## config.mk

```make
export PLATFORM = sky130hd
export DESIGN_NAME = bkpl_arbiter
export DESIGN_NICKNAME = d
export VERILOG_FILES = /design/src/rtl/bkpl_arb_pkg.sv /design/src/rtl/bkpl_rr_pick.sv /design/src/rtl/bkpl_grant_ctl.sv /design/src/rtl/bkpl_bus_timer.sv /design/src/rtl/bkpl_arbiter.sv
export SDC_FILE = /design/constraint.sdc
export NUM_CORES = 1
export LEC_CHECK = 0
export BUFFER_PORTS_ARGS = -buffer_cell sky130_fd_sc_hd__buf_2
export CAP_MARGIN = 0
export CORE_ASPECT_RATIO = 0.75
export CORE_MARGIN = 2
export CORE_UTILIZATION = 27
export CTS_CLUSTER_SIZE = 14
export DETAILED_ROUTE_END_ITERATION = 10
export GPL_ROUTABILITY_DRIVEN = 0
export HOLD_SLACK_MARGIN = 0.1
export PLACE_DENSITY = 0.54
export SLEW_MARGIN = 20
export SYNTH_ARGS = -nofsm -noshare
export SYNTH_HDL_FRONTEND = slang
export SYNTH_HIERARCHICAL = 1
export SYNTH_SLANG_ARGS = --single-unit
```

## constraint.sdc

```tcl
create_clock -name clk -period 2.55 [get_ports clk]
set_input_delay 0.1275 -clock clk [delete_from_list [all_inputs] [get_ports clk]]
set_output_delay 0.1275 -clock clk [all_outputs]
set_load 0.02 [all_outputs]
```

## src/rtl/bkpl_arb_pkg.sv

```systemverilog
package bkpl_arb_pkg;

    // Who currently holds the bus
    typedef enum logic [1:0] {
        OWN_NONE = 2'd0,
        OWN_LOC  = 2'd1,
        OWN_EXT  = 2'd2
    } owner_e;

    // Pointer width for a given master count (at least one bit)
    function automatic int ptr_width(input int n);
        return (n > 1) ? $clog2(n) : 1;
    endfunction

    // Counter width able to hold the value lim
    function automatic int cnt_width(input int lim);
        return $clog2(lim + 1);
    endfunction

endpackage

```

## src/rtl/bkpl_rr_pick.sv

```systemverilog
module bkpl_rr_pick #(
    parameter int N  = 4,
    parameter int PW = 2
) (
    input  logic [N-1:0]  req,
    input  logic [PW-1:0] start,
    output logic          hit,
    output logic [PW-1:0] win
);
    // Scan from start upward with wrap; the nearest requester wins.
    always_comb begin
        hit = 1'b0;
        win = '0;
        for (int k = N - 1; k >= 0; k--) begin
            int unsigned s;
            s = int'(start) + k;
            if (s >= N) s = s - N;
            if (req[s]) begin
                hit = 1'b1;
                win = PW'(s);
            end
        end
    end
endmodule

```

## src/rtl/bkpl_grant_ctl.sv

```systemverilog
module bkpl_grant_ctl
    import bkpl_arb_pkg::*;
#(
    parameter int N  = 4,
    parameter int PW = 2
) (
    input  logic          clk,
    input  logic          rst,
    input  logic          loc_req,
    input  logic [N-1:0]  ext_req,
    input  logic          bus_busy,
    input  logic          pick_hit,
    input  logic [PW-1:0] pick_win,
    output owner_e        own_kind,
    output logic [PW-1:0] own_idx,
    output logic [PW-1:0] rr_ptr
);
    localparam logic [PW-1:0] LAST = PW'(N - 1);

    logic owner_wants;

    always_comb begin
        unique case (own_kind)
            OWN_LOC: owner_wants = loc_req;
            OWN_EXT: owner_wants = ext_req[own_idx];
            default: owner_wants = 1'b0;
        endcase
    end

    always_ff @(posedge clk) begin
        if (rst) begin
            own_kind <= OWN_NONE;
            own_idx  <= '0;
            rr_ptr   <= '0;
        end else if (own_kind == OWN_NONE) begin
            if (!bus_busy) begin
                if (loc_req) begin
                    own_kind <= OWN_LOC;
                end else if (pick_hit) begin
                    own_kind <= OWN_EXT;
                    own_idx  <= pick_win;
                    rr_ptr   <= (pick_win == LAST) ? '0 : pick_win + 1'b1;
                end
            end
        end else if (!owner_wants && !bus_busy) begin
            own_kind <= OWN_NONE;
        end
    end
endmodule

```

## src/rtl/bkpl_bus_timer.sv

```systemverilog
module bkpl_bus_timer #(
    parameter int LIMIT = 1500,
    parameter int CW    = 11
) (
    input  logic clk,
    input  logic rst,
    input  logic strobe,
    input  logic ack,
    input  logic ext_owner,
    input  logic mem_sel,
    input  logic fail_hold,
    output logic err
);
    logic [CW-1:0] cnt;
    logic          tmo_hit;
    logic          fail_hit;

    assign tmo_hit  = strobe && !ack && (cnt == CW'(LIMIT - 1));
    assign fail_hit = strobe && mem_sel && fail_hold && ext_owner;

    always_ff @(posedge clk) begin
        if (rst) begin
            cnt <= '0;
            err <= 1'b0;
        end else begin
            if (!strobe || ack)
                cnt <= '0;
            else if (cnt != CW'(LIMIT))
                cnt <= cnt + 1'b1;
            err <= strobe && (err || tmo_hit || fail_hit);
        end
    end
endmodule

```

## src/rtl/bkpl_arbiter.sv

```systemverilog
module bkpl_arbiter
    import bkpl_arb_pkg::*;
#(
    parameter int N_EXT       = 4,
    parameter int TIMEOUT_CYC = 1500
) (
    input  logic             clk,
    input  logic             rst,
    input  logic             loc_req,
    input  logic [N_EXT-1:0] ext_req,
    input  logic             bus_busy,
    input  logic             xfer_strobe,
    input  logic             xfer_ack,
    input  logic             mem_sel,
    input  logic             fail_hold,
    output logic             loc_gnt,
    output logic [N_EXT-1:0] ext_gnt,
    output logic             bus_err
);
    localparam int PW = ptr_width(N_EXT);
    localparam int CW = cnt_width(TIMEOUT_CYC);

    owner_e          own_kind;
    logic [PW-1:0]   own_idx;
    logic [PW-1:0]   rr_ptr;
    logic            pick_hit;
    logic [PW-1:0]   pick_win;

    bkpl_rr_pick #(.N(N_EXT), .PW(PW)) pick_i (
        .req   (ext_req),
        .start (rr_ptr),
        .hit   (pick_hit),
        .win   (pick_win)
    );

    bkpl_grant_ctl #(.N(N_EXT), .PW(PW)) gctl_i (
        .clk      (clk),
        .rst      (rst),
        .loc_req  (loc_req),
        .ext_req  (ext_req),
        .bus_busy (bus_busy),
        .pick_hit (pick_hit),
        .pick_win (pick_win),
        .own_kind (own_kind),
        .own_idx  (own_idx),
        .rr_ptr   (rr_ptr)
    );

    bkpl_bus_timer #(.LIMIT(TIMEOUT_CYC), .CW(CW)) tmr_i (
        .clk       (clk),
        .rst       (rst),
        .strobe    (xfer_strobe),
        .ack       (xfer_ack),
        .ext_owner (own_kind == OWN_EXT),
        .mem_sel   (mem_sel),
        .fail_hold (fail_hold),
        .err       (bus_err)
    );

    assign loc_gnt = (own_kind == OWN_LOC);

    for (genvar g = 0; g < N_EXT; g++) begin : g_gnt
        assign ext_gnt[g] = (own_kind == OWN_EXT) && (own_idx == PW'(g));
    end
endmodule

```

# Yosys cells after proc, flatten, opt, wreduce, memory -nomap -nowiden
# Index checks and enable logic that the tools add are counted.
[totals]
ff_bits = 18
output_inout_bits = 6
[op_classes]
add_sub_neg = 9
n_lt_le_gt_ge = 9
eq_ne = 10
mux = 29
n_bitwise = 2
n_reduce_logical = 24
[ops]
columns = ["operator", "n"]
rows = [
  ["$lt A32 B3 Y1 const B", 4],
  ["$mux W32", 4],
  ["$ge A32 B3 Y1 const B", 3],
  ["$sub A32 B3 Y32 const B", 3],
  ["$mux W2", 10],
  ["$add A11 B1 Y11 const B", 1],
  ["$eq A11 B11 Y1 const B", 1],
  ["$logic_and A1 B1 Y1", 11],
  ["$ne A11 B11 Y1 const B", 1],
  ["$bmux W1 S2", 5],
  ["$mux W1", 9],
  ["$eq A2 B2 Y1 const B", 4],
  ["$add A2 B2 Y3 const B", 2],
  ["$eq A2 B1 Y1 const B", 2],
  ["$logic_not A1 Y1", 4],
  ["$logic_not A2 Y1", 2],
  ["$reduce_and A4 Y1", 1],
  ["$sub A2 B3 Y4 const B", 1],
  ["$add A2 B1 Y3 const B", 1],
  ["$ge A2 B3 Y1 const B", 1],
  ["$logic_or A1 B1 Y1", 3],
  ["$lt A2 B3 Y1 const B", 1],
  ["$ne A3 B2 Y1 const B", 1],
  ["$reduce_and A3 Y1", 1],
  ["6 further kinds", 7],
]

# Depth between registers and ports, before layout
[depth]
word_depth = 13
depth_mapped = 7

# Cells and area by module
# Netlist, hierarchy kept.
[modules_own_cells]
columns = ["module", "instances", "cells_each", "area_each_um2", "seq_area_each_um2"]
rows = [
  ["bkpl_bus_timer", 1, 67, 613.1, 240.2],
  ["bkpl_grant_ctl", 1, 35, 355.3, 120.1],
  ["bkpl_rr_pick", 1, 13, 77.6, 0.0],
  ["bkpl_arbiter", 1, 6, 63.8, 0.0],
]

# Worst setup path before layout
# No wires, ideal clock.
[synth_timing]
path_kind = "reg2reg"
start = "reg tmr_i.cnt[1]"
end = "reg tmr_i.cnt[8]"
setup_ns = 0.070
arrival_time_ns = 1.295
path_slack_ns = 1.185
path_stages_with_launch = 5
n_path_buf = 0
path_cell_list = "dfxtp_1 -> ha_1 -> nand3_1 -> or4_1 -> a21oi_1"
[synth_between]
elab_chain_len = 1
elab_cells_between_ends = 2
classes_between = "1 x add/sub; 1 x eq/ne"
[synth_lines]
columns = ["item", "line_no", "rtl"]
rows = [
  ["start, declared", "bkpl_bus_timer.sv:14", "logic [CW-1:0] cnt;"],
  ["start signal, assigned", "bkpl_bus_timer.sv:29", "cnt <= cnt + 1'b1;"],
  ["$add A11 B1 Y11 / $ne A11 B11 Y1 (equally long branches)", "bkpl_bus_timer.sv:29, bkpl_bus_timer.sv:28", ""],
]
# Several ways; a longest one is shown, not always the timed one.
# A chain may end at the register's enable or synchronous reset.

# Worst setup path after layout
[layout_timing]
start = "reg gctl_i.own_kind[0]"
end = "reg gctl_i.own_kind[1]"
[layout_between]
elab_chain_len = 6
elab_cells_between_ends = 11
classes_between = "4 x eq/ne; 2 x mux; 5 x reduce/logical"
[layout_lines]
columns = ["item", "line_no", "rtl"]
rows = [
  ["start, declared", "bkpl_grant_ctl.sv:14", "output owner_e own_kind,"],
  ["start signal, assigned", "bkpl_grant_ctl.sv:32", "own_kind <= OWN_NONE;"],
  ["start signal, assigned", "bkpl_grant_ctl.sv:38", "own_kind <= OWN_LOC;"],
  ["start signal, assigned", "bkpl_grant_ctl.sv:40", "own_kind <= OWN_EXT;"],
  ["$eq A2 B2 Y1 / $eq A2 B1 Y1 (equally long branches)", "bkpl_grant_ctl.sv:23", "unique case (own_kind)"],
  ["$pmux W1 S2", "bkpl_grant_ctl.sv:23", ""],
  ["$logic_not A1 Y1", "bkpl_grant_ctl.sv:45", "end else if (!owner_wants && !bus_busy) begin"],
  ["$logic_and A1 B1 Y1", "bkpl_grant_ctl.sv:45", ""],
  ["$reduce_bool A2 Y1 (no source line)", "--", ""],
  ["$reduce_and A3 Y1 (no source line)", "--", ""],
]
# Several ways; a longest one is shown, not always the timed one.

==> impl_results.md <==
- CTS tree: done
- R2R cell count: 5
- Critical path's largest stage delay: 0.39 ns
- CP startpoint: gctl_i/own_kind[0]
- Flop pwr share: 0.498
- Wire length per cell: 11.5 µm
- Status: finished clean
- Post-synth top area cell: dfxtp_1
- # DRC: 0
- Grt met2 use: 0.163
- Crit path max-delay cell type: dfxtp_1
- N_diodes: 0
- Clock Path Buffers: 2
- Critical path endpoint category: flip-flop
- Slew Limit Fails: 0
- Final core area utilization: 0.327
- Library cells used by synthesis: 37
- RSZ-0062 raised after global routing: false
- Setup Crit Path Kind: flip-flop to flip-flop
- Met3 usage: 0.0290
- Vias in the first global route: 833
- Total Wirelength: 2.25 mm
- Vias/cell: 4.91
- Leakage power: 0.000533 µW
- CTS Sinks: 18
- Die width: 78.0 µm
- Post-route cell area: 1310 µm²
- Worst skew pair latency: 0.25 ns
- Worst-path cell chain: inv_1 -> ha_1 -> and4bb_1 -> nor2_1 -> a311oi_1
- Port Buf Inserts: 17
- Combinational Power Share: 0.119
- Clock transition at path regs: 0.07 ns
- Die Y: 59.5 µm
- Htree depth: 1
- Initial antenna violation count: 0
- Setup TNS: 0 ns
- Hold Vio Cnt, Final: 0
- Sw power: 139 µW
- Most Crowded Layer GR: met2
- Syn avg cell area: 9.17 µm²
- Post-Syn Instances: 121
- Row cnt: 20
- Starting Density: 0.277
- Worst flop-to-flop path endpoint: gctl_i/own_kind[1]
- Clock Skews: 0.00512 ns
- Synth Cell Area: 1110 µm²
- Min Tclk post-route: 1.54 ns
- Part of the power in the clock network: 0.383
- Placed Instance Area: 1250 µm²
- CP Launch Type: flip-flop
- Grt total ovfl: 0
- Post-CTS Hold Buffers: 0
- Root Driver: clkbuf_8
- Internal: 459 µW
- Part of the cycle the worst path needs: 0.603
- Hold WC Path Type: input pin to flip-flop
- RR Startpoint: gctl_i/own_kind[0]
- Largest net degree at the start of global routing: 11
- Setup crit end: gctl_i/own_kind[1]
- Max-slew headroom: 0.617
- Setup Buffers After CTS: 0
- Layout Nets: 160
- Max Cap Viol: 0
- Critical Path Fanout Max: 9
- Area Overhead vs Synth: 17.8%
- Net Sw Frac: 0.232
- Fmax: 651 MHz
- GRT Resource Usage Total: 0.103
- Synth area leaders: dfxtp_1 32%, mux2i_1 7.2%, ha_1 6.8%, nor2_1 4.4%, and4bb_1 3.4%
- 1st-iter DRT viols: 22
- CP Data Arrival Time: 1.70 ns
- Worst Path Required: 2.71 ns
- Post-CTS sizing: 0
- DP Wirelength: 1.76 mm
- Number of routed nets with antenna violations: 0
- Die area: 4640 µm²
- # IOs: 18
- VDD IR max: 185 µV
- Top cell type's share of synthesized area: 0.325
- Pwr/cell area: 457 nW/µm²
- Dpl cells: 192
- Sequential-to-total area share from yosys stat: 0.325
- Drt pass-1 iters: 4
- Synth Register Bits: 18
- Core box area: 4000 µm²
- Layout cells sized above 1: 0.227
- Vias: 963
- Slew of the pin with the lowest slew margin: 0.572 ns
- CTS buffer count: 3
- Synth warn: 6
- Met1 Use GR: 0.127
- Post-Syn Nets: 139
- Worst R2R Setup Slack: 1.01 ns
- First-pass GRT wire length: 3.73 mm
- Finished Layout Cells: 196
- Final worst-path setup slack: 1.01 ns
- Pre-CTS setup slack: 1.01 ns
- Endpoints failing setup: 0
[registers in the layout, summed over array words and instances, names as in the netlist]
register         count
gctl_i/own_idx       2
tmr_i/err            1
gctl_i/rr_ptr        2
gctl_i/own_kind      2
tmr_i/cnt           11
[cells by family (layout without fill, tap and decap cells)]
logic type                 count (synthesis)  in the layout  synth area share
and+or+nand+nor                           57             57             0.334
AOI/OAI and AO/OA                         24             24             0.148
DFF                                       18             18             0.325
muxes                                      9              9            0.0958
buffers and inverters                      7             27            0.0304
adders and majority gates                  6              6            0.0676
[synthesized netlist by cell type, drive strengths merged]
library cell,n
mux2i,8
a41oi,1
a311oi,2
inv,6
o21ai,3
and4bb,5
nand2b,4
a21oi,6
or2,1
nor3b,4
nor4b,1
nor2,13
and4,1
o31ai,3
ha,6
nand4,3
and2,1
o211a,1
a21boi,1
buf,1
and3b,1
and4b,1
and2b,1
mux4,1
and3,3
or4,3
a31oi,4
nand2,9
nand3,5
a211oi,3
nor2b,1
dfxtp,18
[critical path, delay by kind of cell, from the launching register on]
| kind | cells | cell delay (ns) |
|---|---|---|
| flops | 1 | 0.39 |
| fa+ha+maj | 1 | 0.20 |
| buf+inv | 1 | 0.11 |
| compound gates | 1 | 0.27 |
| simple gates | 2 | 0.48 |
[power by group through the flow]
| stage | clock [µW] | sequential, µW | combinational (µW) |
|---|---|---|---|
| 6_report | 229 | 298 | 71.1 |
| 5_1_grt | 254 | 300 | 80.4 |
| 4_1_cts | 238 | 298 | 71.9 |
| 3_5_place_dp | 0 | 305 | 71.5 |
| 3_3_place_gp | 0 | 304 | 68.6 |
| 2_1_floorplan | 0 | 302 | 50.0 |
[through the flow]
step / hold WS, ns / power [µW]
floorplan: 0.200 / 352
global placement: 0.396 / 372
detailed placement: 0.413 / 376
CTS: 0.142 / 608
global route: 0.159 / 634
finish: 0.142 / 598
[cells in the final DEF (no fill, tap or decap), types with 5 or more instances in the layout]
cell and n:
a21oi_1 6, mux2i_1 8, nand2_1 9, ha_1 6, nor2_1 13, dfxtp_1 18
buf_2 17, nand3_1 5, inv_1 6
[cell type report]
type | count | area [µm²]
Clock buffer | 4 | 55.1
Multi-Input combinational cell | 96 | 716
Tap cell | 55 | 68.8
Timing Repair Buffer | 17 | 85.1
Fill cell | 422 | 2700
Inverter | 6 | 22.5
Sequential cell | 18 | 360
[worst min-delay path by stage]
stage / from / to / slack (ns) / cells after the start
after floorplan: rst / gctl_i/own_kind[0] / 0.20 / 1
after global placement: xfer_strobe / tmr_i/err / 0.40 / 3
after detailed placement: xfer_strobe / tmr_i/err / 0.41 / 3
after CTS: xfer_strobe / tmr_i/err / 0.14 / 3
after global routing: xfer_strobe / tmr_i/err / 0.16 / 3
final: xfer_strobe / tmr_i/err / 0.14 / 3
[routing by layer]
metal	part of all wire	wire length, µm
met1	0.49	1100
met2	0.46	1040
met3	0.034	76
met4	0.015	34
met5	0	0
Power figures use the tool's default switching activity.
